**src/rtl/ecp_rev_pkg.sv**
```systemverilog
package ecp_rev_pkg;

  typedef struct packed {
    logic clrTick;    // restart the tick window
    logic loadReq;    // accept a new request length
    logic latchRx;    // capture the bus byte
    logic takeByte;   // one stream transfer completed
    logic takeCopy;   // that transfer was a run copy
    logic armRun;     // load run count from the bus
    logic setRepeat;  // captured byte becomes the repeat byte
    logic dropRun;    // forget any run state
  } dpCmd_t;

  typedef enum logic [3:0] {
    ST_IDLE, ST_REV_SETUP, ST_REV_PE, ST_CHECK, ST_EMIT_RUN,
    ST_WAIT_STB, ST_EMIT_DATA, ST_ACK, ST_FWD_PE
  } rxState_t;

endpackage

```
**src/rtl/ecp_rev_dp.sv**
```systemverilog
module ecp_rev_dp
  import ecp_rev_pkg::*;
#(
  parameter int LEN_W    = 16,
  parameter int TICK_DIV = 50,
  parameter int TICK_W   = 11
) (
  input  logic             clk,
  input  logic             rstN,
  input  dpCmd_t           cmd,
  input  logic [LEN_W-1:0] reqLen,
  input  logic [7:0]       dataIn,
  input  logic             useRepeat,
  output logic [TICK_W-1:0] tickCnt,
  output logic             remainZero,
  output logic             remainLast,
  output logic             runReady,
  output logic             runLast,
  output logic             runArmed,
  output logic [7:0]       outData,
  output logic [LEN_W-1:0] xferCount
);
  localparam int DIV_W = $clog2(TICK_DIV + 1);
  localparam logic [DIV_W-1:0]  DIV_MAX  = DIV_W'(TICK_DIV - 1);
  localparam logic [TICK_W-1:0] TICK_MAX = '1;

  logic [DIV_W-1:0] divCnt;
  logic             tick;
  logic [LEN_W-1:0] remain;
  logic [6:0]       runLeft;
  logic [7:0]       rxByte;
  logic [7:0]       repeatByte;

  assign tick = (divCnt == DIV_MAX);

  always_ff @(posedge clk) begin
    if (!rstN) divCnt <= '0;
    else if (tick) divCnt <= '0;
    else divCnt <= divCnt + 1'b1;
  end

  always_ff @(posedge clk) begin
    if (!rstN) tickCnt <= '0;
    else if (cmd.clrTick) tickCnt <= '0;
    else if (tick && tickCnt != TICK_MAX) tickCnt <= tickCnt + 1'b1;
  end

  always_ff @(posedge clk) begin
    if (!rstN) begin
      remain    <= '0;
      xferCount <= '0;
    end else if (cmd.loadReq) begin
      remain    <= reqLen;
      xferCount <= '0;
    end else if (cmd.takeByte) begin
      remain    <= remain - 1'b1;
      xferCount <= xferCount + 1'b1;
    end
  end

  always_ff @(posedge clk) begin
    if (!rstN) begin
      runLeft    <= '0;
      runArmed   <= 1'b0;
      rxByte     <= '0;
      repeatByte <= '0;
    end else begin
      if (cmd.latchRx) rxByte <= dataIn;
      if (cmd.dropRun) begin
        runLeft  <= '0;
        runArmed <= 1'b0;
      end else if (cmd.armRun) begin
        runLeft  <= dataIn[6:0];
        runArmed <= 1'b1;
      end else if (cmd.setRepeat) begin
        repeatByte <= rxByte;
        runArmed   <= 1'b0;
      end else if (cmd.takeCopy) begin
        runLeft <= runLeft - 1'b1;
      end
    end
  end

  assign remainZero = (remain == '0);
  assign remainLast = (remain == LEN_W'(1));
  assign runReady   = (runLeft != '0) && !runArmed;
  assign runLast    = (runLeft == 7'd1);
  assign outData    = useRepeat ? repeatByte : rxByte;

endmodule

```
**src/rtl/ecp_rev_ctrl.sv**
```systemverilog
module ecp_rev_ctrl
  import ecp_rev_pkg::*;
#(
  parameter int TICK_W      = 11,
  parameter int SETUP_TICKS = 1,
  parameter int RESP_TICKS  = 6,
  parameter int IDLE_TICKS  = 2000
) (
  input  logic        clk,
  input  logic        rstN,
  input  logic        startRead,
  input  logic        startFwd,
  input  logic        nAck,
  input  logic        busyIn,
  input  logic        pError,
  input  logic        dataBit7,
  input  logic        outReady,
  input  logic [TICK_W-1:0] tickCnt,
  input  logic        remainZero,
  input  logic        remainLast,
  input  logic        runReady,
  input  logic        runLast,
  input  logic        runArmed,
  output dpCmd_t      cmd,
  output logic        nAutoFd,
  output logic        nInit,
  output logic        dirIn,
  output logic        outValid,
  output logic        useRepeat,
  output logic        done,
  output logic        doneErr
);
  localparam logic [TICK_W-1:0] SETUP_LIM = TICK_W'(SETUP_TICKS);
  localparam logic [TICK_W-1:0] RESP_LIM  = TICK_W'(RESP_TICKS);
  localparam logic [TICK_W-1:0] IDLE_LIM  = TICK_W'(IDLE_TICKS);

  rxState_t state, stateN;
  logic afN, niN, dirN, doneN, errN;

  always_comb begin
    cmd    = '0;
    stateN = state;
    afN    = nAutoFd;
    niN    = nInit;
    dirN   = dirIn;
    doneN  = 1'b0;
    errN   = doneErr;
    case (state)
      ST_IDLE: begin
        if (startRead) begin
          cmd.loadReq = 1'b1;
          cmd.clrTick = 1'b1;
          if (!dirIn) begin
            dirN   = 1'b1;
            afN    = 1'b0;
            stateN = ST_REV_SETUP;
          end else stateN = ST_CHECK;
        end else if (startFwd) begin
          cmd.loadReq = 1'b1;
          cmd.dropRun = 1'b1;
          cmd.clrTick = 1'b1;
          if (dirIn) begin
            niN    = 1'b1;
            stateN = ST_FWD_PE;
          end else begin
            doneN = 1'b1;
            errN  = 1'b0;
          end
        end
      end
      ST_REV_SETUP: if (tickCnt >= SETUP_LIM) begin
        niN         = 1'b0;
        cmd.clrTick = 1'b1;
        stateN      = ST_REV_PE;
      end
      ST_REV_PE: begin
        if (!pError) stateN = ST_CHECK;
        else if (tickCnt >= RESP_LIM) begin
          stateN = ST_IDLE;
          doneN  = 1'b1;
          errN   = 1'b1;
        end
      end
      ST_CHECK: begin
        if (remainZero) begin
          stateN = ST_IDLE;
          doneN  = 1'b1;
          errN   = 1'b0;
        end else if (runReady) stateN = ST_EMIT_RUN;
        else begin
          cmd.clrTick = 1'b1;
          stateN      = ST_WAIT_STB;
        end
      end
      ST_EMIT_RUN: if (outReady) begin
        cmd.takeByte = 1'b1;
        cmd.takeCopy = 1'b1;
        if (remainLast || runLast) stateN = ST_CHECK;
      end
      ST_WAIT_STB: begin
        if (!nAck) begin
          cmd.latchRx = 1'b1;
          if (busyIn) stateN = ST_EMIT_DATA;
          else begin
            cmd.armRun  = !dataBit7;
            cmd.clrTick = 1'b1;
            afN         = 1'b1;
            stateN      = ST_ACK;
          end
        end else if (tickCnt >= IDLE_LIM) begin
          stateN = ST_IDLE;
          doneN  = 1'b1;
          errN   = 1'b0;
        end
      end
      ST_EMIT_DATA: if (outReady) begin
        cmd.takeByte  = 1'b1;
        cmd.setRepeat = runArmed;
        cmd.clrTick   = 1'b1;
        afN           = 1'b1;
        stateN        = ST_ACK;
      end
      ST_ACK: begin
        if (nAck) begin
          afN    = 1'b0;
          stateN = ST_CHECK;
        end else if (tickCnt >= RESP_LIM) begin
          afN    = 1'b0;
          stateN = ST_IDLE;
          doneN  = 1'b1;
          errN   = 1'b1;
        end
      end
      ST_FWD_PE: if (pError || tickCnt >= RESP_LIM) begin
        afN    = 1'b1;
        dirN   = 1'b0;
        stateN = ST_IDLE;
        doneN  = 1'b1;
        errN   = !pError;
      end
      default: stateN = ST_IDLE;
    endcase
  end

  always_ff @(posedge clk) begin
    if (!rstN) begin
      state   <= ST_IDLE;
      nAutoFd <= 1'b1;
      nInit   <= 1'b1;
      dirIn   <= 1'b0;
      done    <= 1'b0;
      doneErr <= 1'b0;
    end else begin
      state   <= stateN;
      nAutoFd <= afN;
      nInit   <= niN;
      dirIn   <= dirN;
      done    <= doneN;
      doneErr <= errN;
    end
  end

  assign outValid  = (state == ST_EMIT_RUN) || (state == ST_EMIT_DATA);
  assign useRepeat = (state == ST_EMIT_RUN);

endmodule

```
**src/rtl/ecp_rev_rx.sv**
```systemverilog
module ecp_rev_rx
  import ecp_rev_pkg::*;
#(
  parameter int LEN_W       = 16,
  parameter int TICK_DIV    = 50,
  parameter int SETUP_TICKS = 1,
  parameter int RESP_TICKS  = 6,
  parameter int IDLE_TICKS  = 2000
) (
  input  logic             clk,
  input  logic             rstN,
  input  logic             startRead,
  input  logic [LEN_W-1:0] reqLen,
  input  logic             startFwd,
  input  logic [7:0]       dataIn,
  input  logic             nAck,
  input  logic             busyIn,
  input  logic             pError,
  output logic             nAutoFd,
  output logic             nInit,
  output logic             nStrobe,
  output logic             nSelectIn,
  output logic             dataDirIn,
  output logic             outValid,
  input  logic             outReady,
  output logic [7:0]       outData,
  output logic             done,
  output logic             doneErr,
  output logic [LEN_W-1:0] xferCount
);
  localparam int MAX_TICKS = (IDLE_TICKS > RESP_TICKS) ?
                             ((IDLE_TICKS > SETUP_TICKS) ? IDLE_TICKS : SETUP_TICKS) :
                             ((RESP_TICKS > SETUP_TICKS) ? RESP_TICKS : SETUP_TICKS);
  localparam int TICK_W = $clog2(MAX_TICKS + 2);

  dpCmd_t            cmd;
  logic [TICK_W-1:0] tickCnt;
  logic remainZero, remainLast, runReady, runLast, runArmed, useRepeat;

  assign nStrobe   = 1'b1;
  assign nSelectIn = 1'b1;

  ecp_rev_ctrl #(
    .TICK_W(TICK_W), .SETUP_TICKS(SETUP_TICKS),
    .RESP_TICKS(RESP_TICKS), .IDLE_TICKS(IDLE_TICKS)
  ) u_ctrl (
    .clk(clk), .rstN(rstN), .startRead(startRead), .startFwd(startFwd),
    .nAck(nAck), .busyIn(busyIn), .pError(pError), .dataBit7(dataIn[7]),
    .outReady(outReady), .tickCnt(tickCnt), .remainZero(remainZero),
    .remainLast(remainLast), .runReady(runReady), .runLast(runLast),
    .runArmed(runArmed), .cmd(cmd), .nAutoFd(nAutoFd), .nInit(nInit),
    .dirIn(dataDirIn), .outValid(outValid), .useRepeat(useRepeat),
    .done(done), .doneErr(doneErr)
  );

  ecp_rev_dp #(
    .LEN_W(LEN_W), .TICK_DIV(TICK_DIV), .TICK_W(TICK_W)
  ) u_dp (
    .clk(clk), .rstN(rstN), .cmd(cmd), .reqLen(reqLen), .dataIn(dataIn),
    .useRepeat(useRepeat), .tickCnt(tickCnt), .remainZero(remainZero),
    .remainLast(remainLast), .runReady(runReady), .runLast(runLast),
    .runArmed(runArmed), .outData(outData), .xferCount(xferCount)
  );

endmodule

```
**config.mk**
```make
export PLATFORM = sky130hd
export DESIGN_NAME = ecp_rev_rx
export DESIGN_NICKNAME = d
export VERILOG_FILES = /design/src/rtl/ecp_rev_pkg.sv /design/src/rtl/ecp_rev_dp.sv /design/src/rtl/ecp_rev_ctrl.sv /design/src/rtl/ecp_rev_rx.sv
export SDC_FILE = /design/constraint.sdc
export NUM_CORES = 1
export LEC_CHECK = 0
export ABC_AREA = 1
export BUFFER_PORTS_ARGS = -buffer_cell sky130_fd_sc_hd__buf_2
export CORE_UTILIZATION = 55
export CTS_CLUSTER_SIZE = 20
export DETAILED_ROUTE_END_ITERATION = 10
export GPL_TIMING_DRIVEN = 0
export PLACE_DENSITY_LB_ADDON = 0.2
export SKIP_LAST_GASP = 1
export SLEW_MARGIN = 20
export SYNTH_ARGS = -nofsm -noshare
export SYNTH_HDL_FRONTEND = slang
export SYNTH_SLANG_ARGS = --single-unit
export TNS_END_PERCENT = 30
```
**constraint.sdc**
```tcl
create_clock -name clk -period 1.9 [get_ports clk]
set_clock_uncertainty 0.05 [all_clocks]
set_input_delay 0.38 -clock clk [delete_from_list [all_inputs] [get_ports clk]]
set_output_delay 0.38 -clock clk [all_outputs]
set_load 0.01 [all_outputs]
```
## After elaboration in Yosys (flattened, before gate mapping)

Cells that the tools add are included.

- Bits in registers: 82
- Latch bits: 0
- Memory bits (writable): 0
- Bits in read-only memories: 0
- Output and inout port bits: 32
- Memories: 0

- $add $sub $neg: 5
- Multiply operators: 0
- Div/mod/pow operators: 0
- Order comparisons: 3
- Eq/ne operators: 34
- Shifts and indexed selects: 0
- Multiplexer cells: 87
- Bitwise operators: 3
- Reduce and logical (&&, ||, !) cells: 29

Operators by type and width:

| kind | number |
|---|---|
| two-way mux 4 bit | 14 |
| two-way mux 1 bit | 55 |
| one-hot mux 4 bit (9 select lines) | 1 |
| two-way mux 16 bit | 2 |
| != test 2 bit, second input constant | 13 |
| two-way mux 7 bit | 3 |
| adder 16 x 1 -> 16 bit, second input constant | 1 |
| == test 16 x 1 -> 1 bit, second input constant | 1 |
| == test 4 x 3 -> 1 bit, second input constant | 4 |
| zero test 16 bit | 1 |
| AND reduction 8 bit | 2 |
| subtractor 16 x 1 -> 16 bit, second input constant | 1 |
| one-hot mux 1 bit (6 select lines) | 2 |
| adder 11 x 1 -> 11 bit, second input constant | 1 |
| >= comparator 11 x 1 -> 1 bit, second input constant | 1 |
| >= comparator 11 bit, second input constant | 1 |
| >= comparator 11 x 3 -> 1 bit, second input constant | 1 |
| != test 11 bit, second input constant | 1 |
| != test 2 x 1 -> 1 bit, second input constant | 5 |
| one-hot mux 1 bit (5 select lines) | 2 |
| AND reduction 10 bit | 1 |
| nonzero test 2 bit | 5 |
| != test 3 x 2 -> 1 bit, second input constant | 3 |
| == test 4 x 2 -> 1 bit, second input constant | 2 |
| other kinds (22) | 38 |

## Longest topological paths before layout

Gate-level depths: netlist of run 1.

- Word-level depth: 6
- Gate-level depth with buffers: 13

## Modules after synthesis

A second synthesis of run 1 with hierarchy kept.

- Cell total of the unflattened synthesis: 749
- Area, all modules: 4844.6 um^2

Modules (own cells, without submodules):

| module | times used | cells each | area each (um^2) |
|---|---|---|---|
| ecp_rev_dp | 1 | 568 | 3858.7 |
| ecp_rev_ctrl | 1 | 178 | 967.2 |
| ecp_rev_rx | 1 | 3 | 18.8 |

## Worst setup path before layout of run 1

OpenSTA, ideal clock, no wires.

- Kind: reg-to-reg
- Start point: reg u_dp.tickCnt[1]
- End point: reg u_dp.tickCnt[10]
- Arrival: 1.609 ns
- Path slack: 0.175 ns
- Cell stages (with the launch flop): 11
- Cells stage by stage: dfxtp_1 > inv_1 > ha_1 > or2_2 > nor2_1 > nand2_1 > nand2_1 > nand3_1 > nand3b_2 > buf_6 > a21oi_2

- Word-level cells in the longest chain between the ends: 4

Ends and longest elaborated chain:

| what | line | RTL |
|---|---|---|
| start, declared | ecp_rev_dp.sv:14 | `output logic [TICK_W-1:0] tickCnt,` |
| start signal, assigned | ecp_rev_dp.sv:45 | `else if (tick && tickCnt != TICK_MAX) tickCnt <= tickCnt + 1'b1;` |
| >= comparator 11 x 1 -> 1 bit | ecp_rev_ctrl.sv:71 | `ST_REV_SETUP: if (tickCnt >= SETUP_LIM) begin` |
| two-way mux 1 bit | ecp_rev_ctrl.sv:71 |  |
| one-hot mux 1 bit (5 select lines) | ecp_rev_ctrl.sv:48 | `case (state)` |
| OR reduction 2 bit (no source line) | -- |  |

Several ways; a longest one is shown, not always the timed one.
A chain may end at the register's enable or synchronous reset.

## Final worst setup path of run 1

- Start point: reg u_ctrl.state[3]
- End point: out outData[5]

- Word-level cells in the longest chain between the ends: 2

Ends and longest elaborated chain:

| what | line | RTL |
|---|---|---|
| start, declared | ecp_rev_ctrl.sv:37 | `rxState_t state, stateN;` |
| start signal, assigned | ecp_rev_ctrl.sv:154 | `state <= stateN;` |
| == test 4 x 3 -> 1 bit | ecp_rev_ctrl.sv:164 | `assign useRepeat = (state == ST_EMIT_RUN);` |
| two-way mux 8 bit | ecp_rev_dp.sv:88 | `assign outData = useRepeat ? repeatByte : rxByte;` |
| end, declared | ecp_rev_rx.sv:26 | `output logic [7:0] outData,` |

Every way passes these cells.

==> impl_metrics.tcl, run 1 <==
set metrics [dict create \
    status "complete, but fails checks" \
    violations "negative setup slack" \
    synth_ff_type "dfxtp_1" \
    clk_path_buf_depth 2 \
    die_h_um 93.8 \
    synthMuxAreaShare_pct 0 \
    worstMarginPinSlew_ns 0.637 \
    htree_num_levels 3 \
    worstSetupStartpointType "flip-flop" \
    grt_pass1_vias 4378 \
    hold_viol_final 0 \
    maxSlewViolCount 0 \
    grt_start_max_net_pins 17 \
    cts-root-buf "clkbuf_8" \
    die_x_um 93.8 \
    drive_above_1_share_pct 20.5 \
    cts_tree "yes" \
    ios 64 \
    syn_avg_cell_area_um2 6.77 \
    fin_total_pwr_mw 5.99 \
    nets 811 \
    timing.final.crit_share_pct 100 \
    period_needed_ns 1.91 \
    place_area_um2 5070 \
    crit_path_end_kind "output pin" \
    ys_ff_latch 82 \
    viasPerCell 5.44 \
    synth-xor-area-share_pct 2.84 \
    track_usage_pct 28.9 \
    gp_congestion 0.919 \
    hpwl_um 8760 \
    multi_input_area_um2 2640 \
    routedWlPerCell_um 13.9 \
    grt_setup_unrepaired "yes" \
    synth-edff-count 0 \
    core-area_um2 8180 \
    synthCells 684 \
    drc 0 \
    grt_pass1_wl_um 19800 \
    start_util_pct 56.6 \
    fin_ws_ns -0.00946 \
    io_buffers 60 \
    vias 4779 \
    cp_data_arrival_time_ns 1.48 \
    numCtsBuffers 9 \
    fmax_ghz 0.524 \
    routed_wl_um 12200 \
    ys_async_sr_fraction_pct 0 \
    area_growth_pct 19.4 \
    power_density_nw_per_um2 1080 \
    synth_top_area_cell "dfxtp_1" \
    path_clk_slew_ns 0.08 \
    register_area_um2 1660 \
    leakage_nw 2.34 \
    diodes 0 \
    hold_buffers 0 \
    synth_top_family_by_area "simple AND/OR/NAND/NOR gates" \
    ys_seq_area_share_pct 35.4 \
    crit_required_ns 1.47 \
    slew-limit-headroom_pct 57.5 \
    synth_top_area_share_pct 35.4 \
    fin_area_um2 5530 \
    synth_compound_area_share_pct 15.3 \
    synth-simple-area-share_pct 34.6 \
    grt_antenna_before_repair 0 \
    maxCapViolations 0 \
    yosysWarnings 0 \
    die-area_um2 8790 \
    synth-adder-area-share_pct 2.70 \
    grt_overflow 0 \
    synth.area.top_cells "dfxtp_1 (35%), nand2_1 (13%), nor2_1 (6.4%), inv_1 (6.2%), nand3_1 (5.3%)" \
    num_rows 33 \
    clock_latency_ns 0.37 \
    drtIter0Drc 264 \
    dr.pass1.iters 5 \
    cts_sinks 82 \
    setup_viol 4 \
    worstSetupPathType "flip-flop to output pin" \
    fillCellCount 716 \
    synth_area_um2 4630 \
    ir_worst_vdd_mv 0.907 \
    ant_nets 0 \
    hold_path.class "input pin to flip-flop" \
    ys_types 45 \
    cp_max_fo 5 \
]
==> flip-flops by register name, summed over array words and instances, names as in the netlist <==
register         flops
u_dp.rxByte          8
u_dp.runLeft         7
u_ctrl.nAutoFd       1
u_ctrl.doneErr       1
u_ctrl.dirIn         1
u_dp.divCnt          6
u_dp.runArmed        1
u_ctrl.state         4
u_ctrl.nInit         1
u_dp.repeatByte      8
u_dp.xferCount      16
u_ctrl.done          1
u_dp.remain         16
u_dp.tickCnt        11
==> Yosys cell counts, types with 5 or more instances <==
cell      instances
dfxtp_1          82
nor2_1           79
o211ai_1         11
xnor2_1           5
o21ai_0          36
inv_2             5
nor3_1           20
ha_1             10
a21oi_1          46
nor2_2            5
a21oi_2           8
inv_1            76
buf_4             5
clkbuf_1          6
nand3_1          49
nand2_1         161
xor2_1           10
nand4_1          16
a31oi_1          11
==> stage by stage <==
stage	TNS (ns)	cells	setup slack, ns	util (%)	hold WS (ns)
floorplan	0	685	0.175	-	0.389
global placement	-1.64	850	-0.106	62.0	0.385
detailed placement	-2.28	850	-0.152	62.0	0.389
CTS	-0.00273	872	-0.00273	65.7	0.202
global route	-0.938	879	-0.0742	67.6	0.223
finish	-0.0215	879	-0.00946	67.6	0.212
==> power breakdown <==
group	internal [mW]	switching, mW
registers	1.92	0.163
clock network	0.763	0.733
logic	0.839	1.57
total	3.52	2.47
==> timing repair <==
item | in CTS | in global routing
gates resized for setup | 19 | 29
pin swaps | 2 | 5
endpoints found under the setup margin | 18 | 49
buffers inserted | 6 | 6
gates cloned | 1 | 1
==> critical path, stage by stage (launching register included) <==
cell,delay [ns]
dfxtp_4,0.37
inv_4,0.07
nand2_4,0.06
nor2_4,0.19
buf_8,0.14
nand2_1,0.04
o21ai_1,0.10
buf_2,0.16
==> logic make-up (layout without fill, tap and decap cells) <==
kind of cell / after synthesis / in the layout
flops: 82 / 82
compound gates: 121 / 121
xor+xnor: 15 / 15
buf+inv: 100 / 189
fa+ha+maj: 10 / 10
simple gates: 355 / 355
other cells: 1 / 2
==> layout make-up <==
class	instances	share of cell area (%)
Timing Repair Buffer	74	7.94
Inverter	83	5.81
Sequential cell	82	30.0
Tap cell	105	2.38
Buffer	16	2.08
Clock buffer	9	2.24
Multi-Input combinational cell	503	47.6
Clock inverter	7	1.90
==> metal layers <==
layer  GRT usage [%]  vias to the layer above  share of wire (%)
met5               0                        -                  0
met4            16.2                        0                3.2
met3            4.85                       32                6.7
met2            45.8                      187                 45
met1            37.0                     2142                 45
li1                -                     2418                  -
==> path summary, 6_finish.rpt <==
path                                 startpoint         endpoint  slack (ns)  cells after the start
worst max register to register  u_ctrl.state[0]  u_ctrl.state[1]        0.03                      8
worst min register to register   u_ctrl.nAutoFd   u_ctrl.nAutoFd        0.41                      2
worst min-delay path                  dataIn[4]  u_dp.runLeft[4]        0.21                      3
worst max-delay path            u_ctrl.state[3]       outData[5]      -0.009                      7
==> placed cells by master, fill, tap and decap left out, drive strengths merged, types with 5 or more instances in the layout <==
cell and n:
nand3 49, dfxtp 82, or2 6, a31oi 11, inv 86, nor2 89, clkbuf 16, o211ai 11
nand4 17, xor2 10, a21oi 54, ha 10, nand2 167, xnor2 5, buf 83, nor3 20
o21ai 38
Power figures use the tool's default switching activity.
==> inputs of run 2 (changes only) <==
--- a/config.mk
+++ b/config.mk
@@ -7,6 +7,7 @@
 export LEC_CHECK = 0
 export ABC_AREA = 1
 export BUFFER_PORTS_ARGS = -buffer_cell sky130_fd_sc_hd__buf_2
+export CORE_ASPECT_RATIO = 1.1
 export CORE_UTILIZATION = 55
 export CTS_CLUSTER_SIZE = 20
 export DETAILED_ROUTE_END_ITERATION = 10
==> run 2 against run 1 <==
- the flow now finishes without violations
- core utilization is 1.0 points higher
- sequential power hardly changed
- first-iteration DRC count is 12% lower
- final area is 0.20% lower
- total power is 3.2% lower
- die area hardly changed
- sequential cell count stayed put
- wire length is 1.3% lower
- non-clock buffer count is 4 higher
- largest cell class unchanged
==> impl_metrics.tcl, run 2 (same netlist as run 1, synthesis figures left out) <==
set metrics [dict create \
    routed_wl_um 12100 \
    period_needed_ns 1.90 \
    reg2regPathDepth 10 \
    io_buffers 60 \
    timing.rr.end "u_dp.tickCnt[2]" \
    top_regs "u_dp.remain x16, u_dp.xferCount x16, u_dp.tickCnt x11" \
    whs_endpoint "u_dp.remain[5]" \
    setup_viol 0 \
    worstSetupPathType "flip-flop to output pin" \
    dr.pass1.iters 5 \
    fillCellCount 706 \
    final_cell_mix "nand2_1 (156), dfxtp_1 (76), nor2_1 (74)" \
    die_x_um 89.5 \
    vias 4819 \
    worst_path_largest_cell_delay_ns 0.37 \
    critPathTopFamily "buffers and inverters" \
    clock_latency_ns 0.37 \
    die-area_um2 8790 \
    track_usage_pct 28.2 \
    fin_hold_ws_ns 0.239 \
    hpwl_um 8780 \
    min_from "reqLen[5]" \
    num_rows 34 \
    switching_share_pct 42.7 \
    htree_num_levels 3 \
    grt_start_max_net_pins 16 \
    cp_max_fo 5 \
    timing.final.crit_share_pct 99.9 \
    p_sw_mw 2.47 \
    slew-limit-headroom_pct 52.9 \
    path_clk_slew_ns 0.08 \
    cts_tree "yes" \
    ir_worst_vdd_mv 0.488 \
    drtIter0Drc 233 \
    path_buf_inv 3 \
    pre_cts_slack_ns -0.233 \
    hold_buffers 0 \
    mostFrequentLayoutCell "nand2_1" \
    rrSetupSlack_ns 0.08 \
    area_growth_pct 19.2 \
    maxCapViolations 0 \
    fmax_ghz 0.527 \
    place_area_um2 5070 \
    grt_pass1_wl_um 19400 \
    power_density_nw_per_um2 1050 \
    p_comb_share_pct 43.1 \
    grt_overflow 0 \
    cts-root-buf "clkbuf_8" \
    hold_path.class "input pin to flip-flop" \
    clk_path_buf_depth 2 \
    p_seq_share_pct 36.2 \
    diodes 0 \
    power_frac_clock_pct 20.8 \
    nets 815 \
    routedWlPerCell_um 13.6 \
    crit_path_top_delay_cell "dfxtp_4" \
    hold_depth 3 \
    ant_nets 0 \
    timing.rr.start "u_ctrl.state[0]" \
    drc 0 \
    start_util_pct 57.6 \
    die_h_um 98.2 \
    cp_data_arrival_time_ns 1.47 \
    crit_required_ns 1.47 \
    fin_area_um2 5520 \
    hold_viol_final 0 \
    drive_above_1_share_pct 21.0 \
    status "complete, no violations" \
    gp_congestion 0.898 \
    core-area_um2 8040 \
    grt_setup_unrepaired "yes" \
    path_cells "inv_4 > nand2_4 > nor2_4 > clkbuf_8 > nand2_1 > o21ai_1 > buf_2" \
    p_int_mw 3.32 \
    grt_antenna_before_repair 0 \
    grt_pass1_vias 4344 \
    worstMarginPinSlew_ns 0.706 \
    viasPerCell 5.44 \
    fin_ws_ns 0.00266 \
    ios 64 \
    crit_path_end_kind "output pin" \
    leakage_nw 2.34 \
    worstSetupStartpointType "flip-flop" \
    maxSlewViolCount 0 \
    numCtsBuffers 9 \
    cts_sinks 82 \
]
-- run 2: tightest hold or removal path: stages --
cell and delay (ns):
buf_2 0.09, nand2_1 0.05, a31oi_1 0.07
-- run 2: how the worst max path moves through the flow --
stage / from / endpoint / slack [ns] / depth (start not counted)
floorplan: u_dp.tickCnt[1] / u_dp.tickCnt[10] / 0.17 / 10
CTS: u_ctrl.state[0] / outData[1] / -0.008 / 8
finish: u_ctrl.state[3] / outData[6] / 0.003 / 7
global placement: rstN / u_dp.runLeft[2] / -0.22 / 5
global route: u_ctrl.state[0] / u_ctrl.state[1] / -0.07 / 12
detailed placement: rstN / u_dp.runLeft[1] / -0.23 / 5
-- run 2: routing by layer --
| layer | global-route usage (%) | vias up | routed length, um |
|---|---|---|---|
| li1 | - | 2431 | - |
| met1 | 34.5 | 2212 | 5220 |
| met2 | 49.6 | 149 | 5970 |
| met3 | 3.47 | 27 | 580 |
| met4 | 10.7 | 0 | 300 |
| met5 | 0 | - | 0 |
-- run 2: area by class of cell --
cell class / instances / area, um2 / area share [%]
plain buffers: 17 / 120 / 2.18
clock buffers: 10 / 138 / 2.49
multi-input cells: 503 / 2650 / 48.0
inverters: 83 / 328 / 5.94
well taps: 108 / 135 / 2.45
clock inverters: 6 / 48.8 / 0.884
flip-flops and latches: 82 / 1660 / 30.0
repair buffers: 77 / 444 / 8.05
-- run 2: power by group through the flow --
stage               Combinational (mW)  Sequential [mW]  Clock (mW)
floorplan                         1.68             2.08           0
global placement                  2.15             2.10           0
detailed placement                2.18             2.10           0
CTS                               2.31             2.08        1.22
global route                      2.76             2.11        1.29
finish                            2.49             2.09        1.20
-- run 2: metrics by stage --
step           util (%)  std cells  power [mW]  setup TNS (ns)
2_1_floorplan         -        685        3.75               0
3_3_place_gp       63.1        853        4.25           -2.51
3_5_place_dp       63.1        853        4.28           -3.57
4_1_cts            66.5        876        5.61         -0.0171
5_1_grt            68.6        886        6.16          -0.988
6_report           68.6        886        5.79               0
-- run 2: what timing repair did --
item	4_1_cts	5_1_grt
setup endpoints to repair	18	51
setup buffers	6	10
pin swaps	1	6
gates resized for setup	22	26
gates cloned	1	0
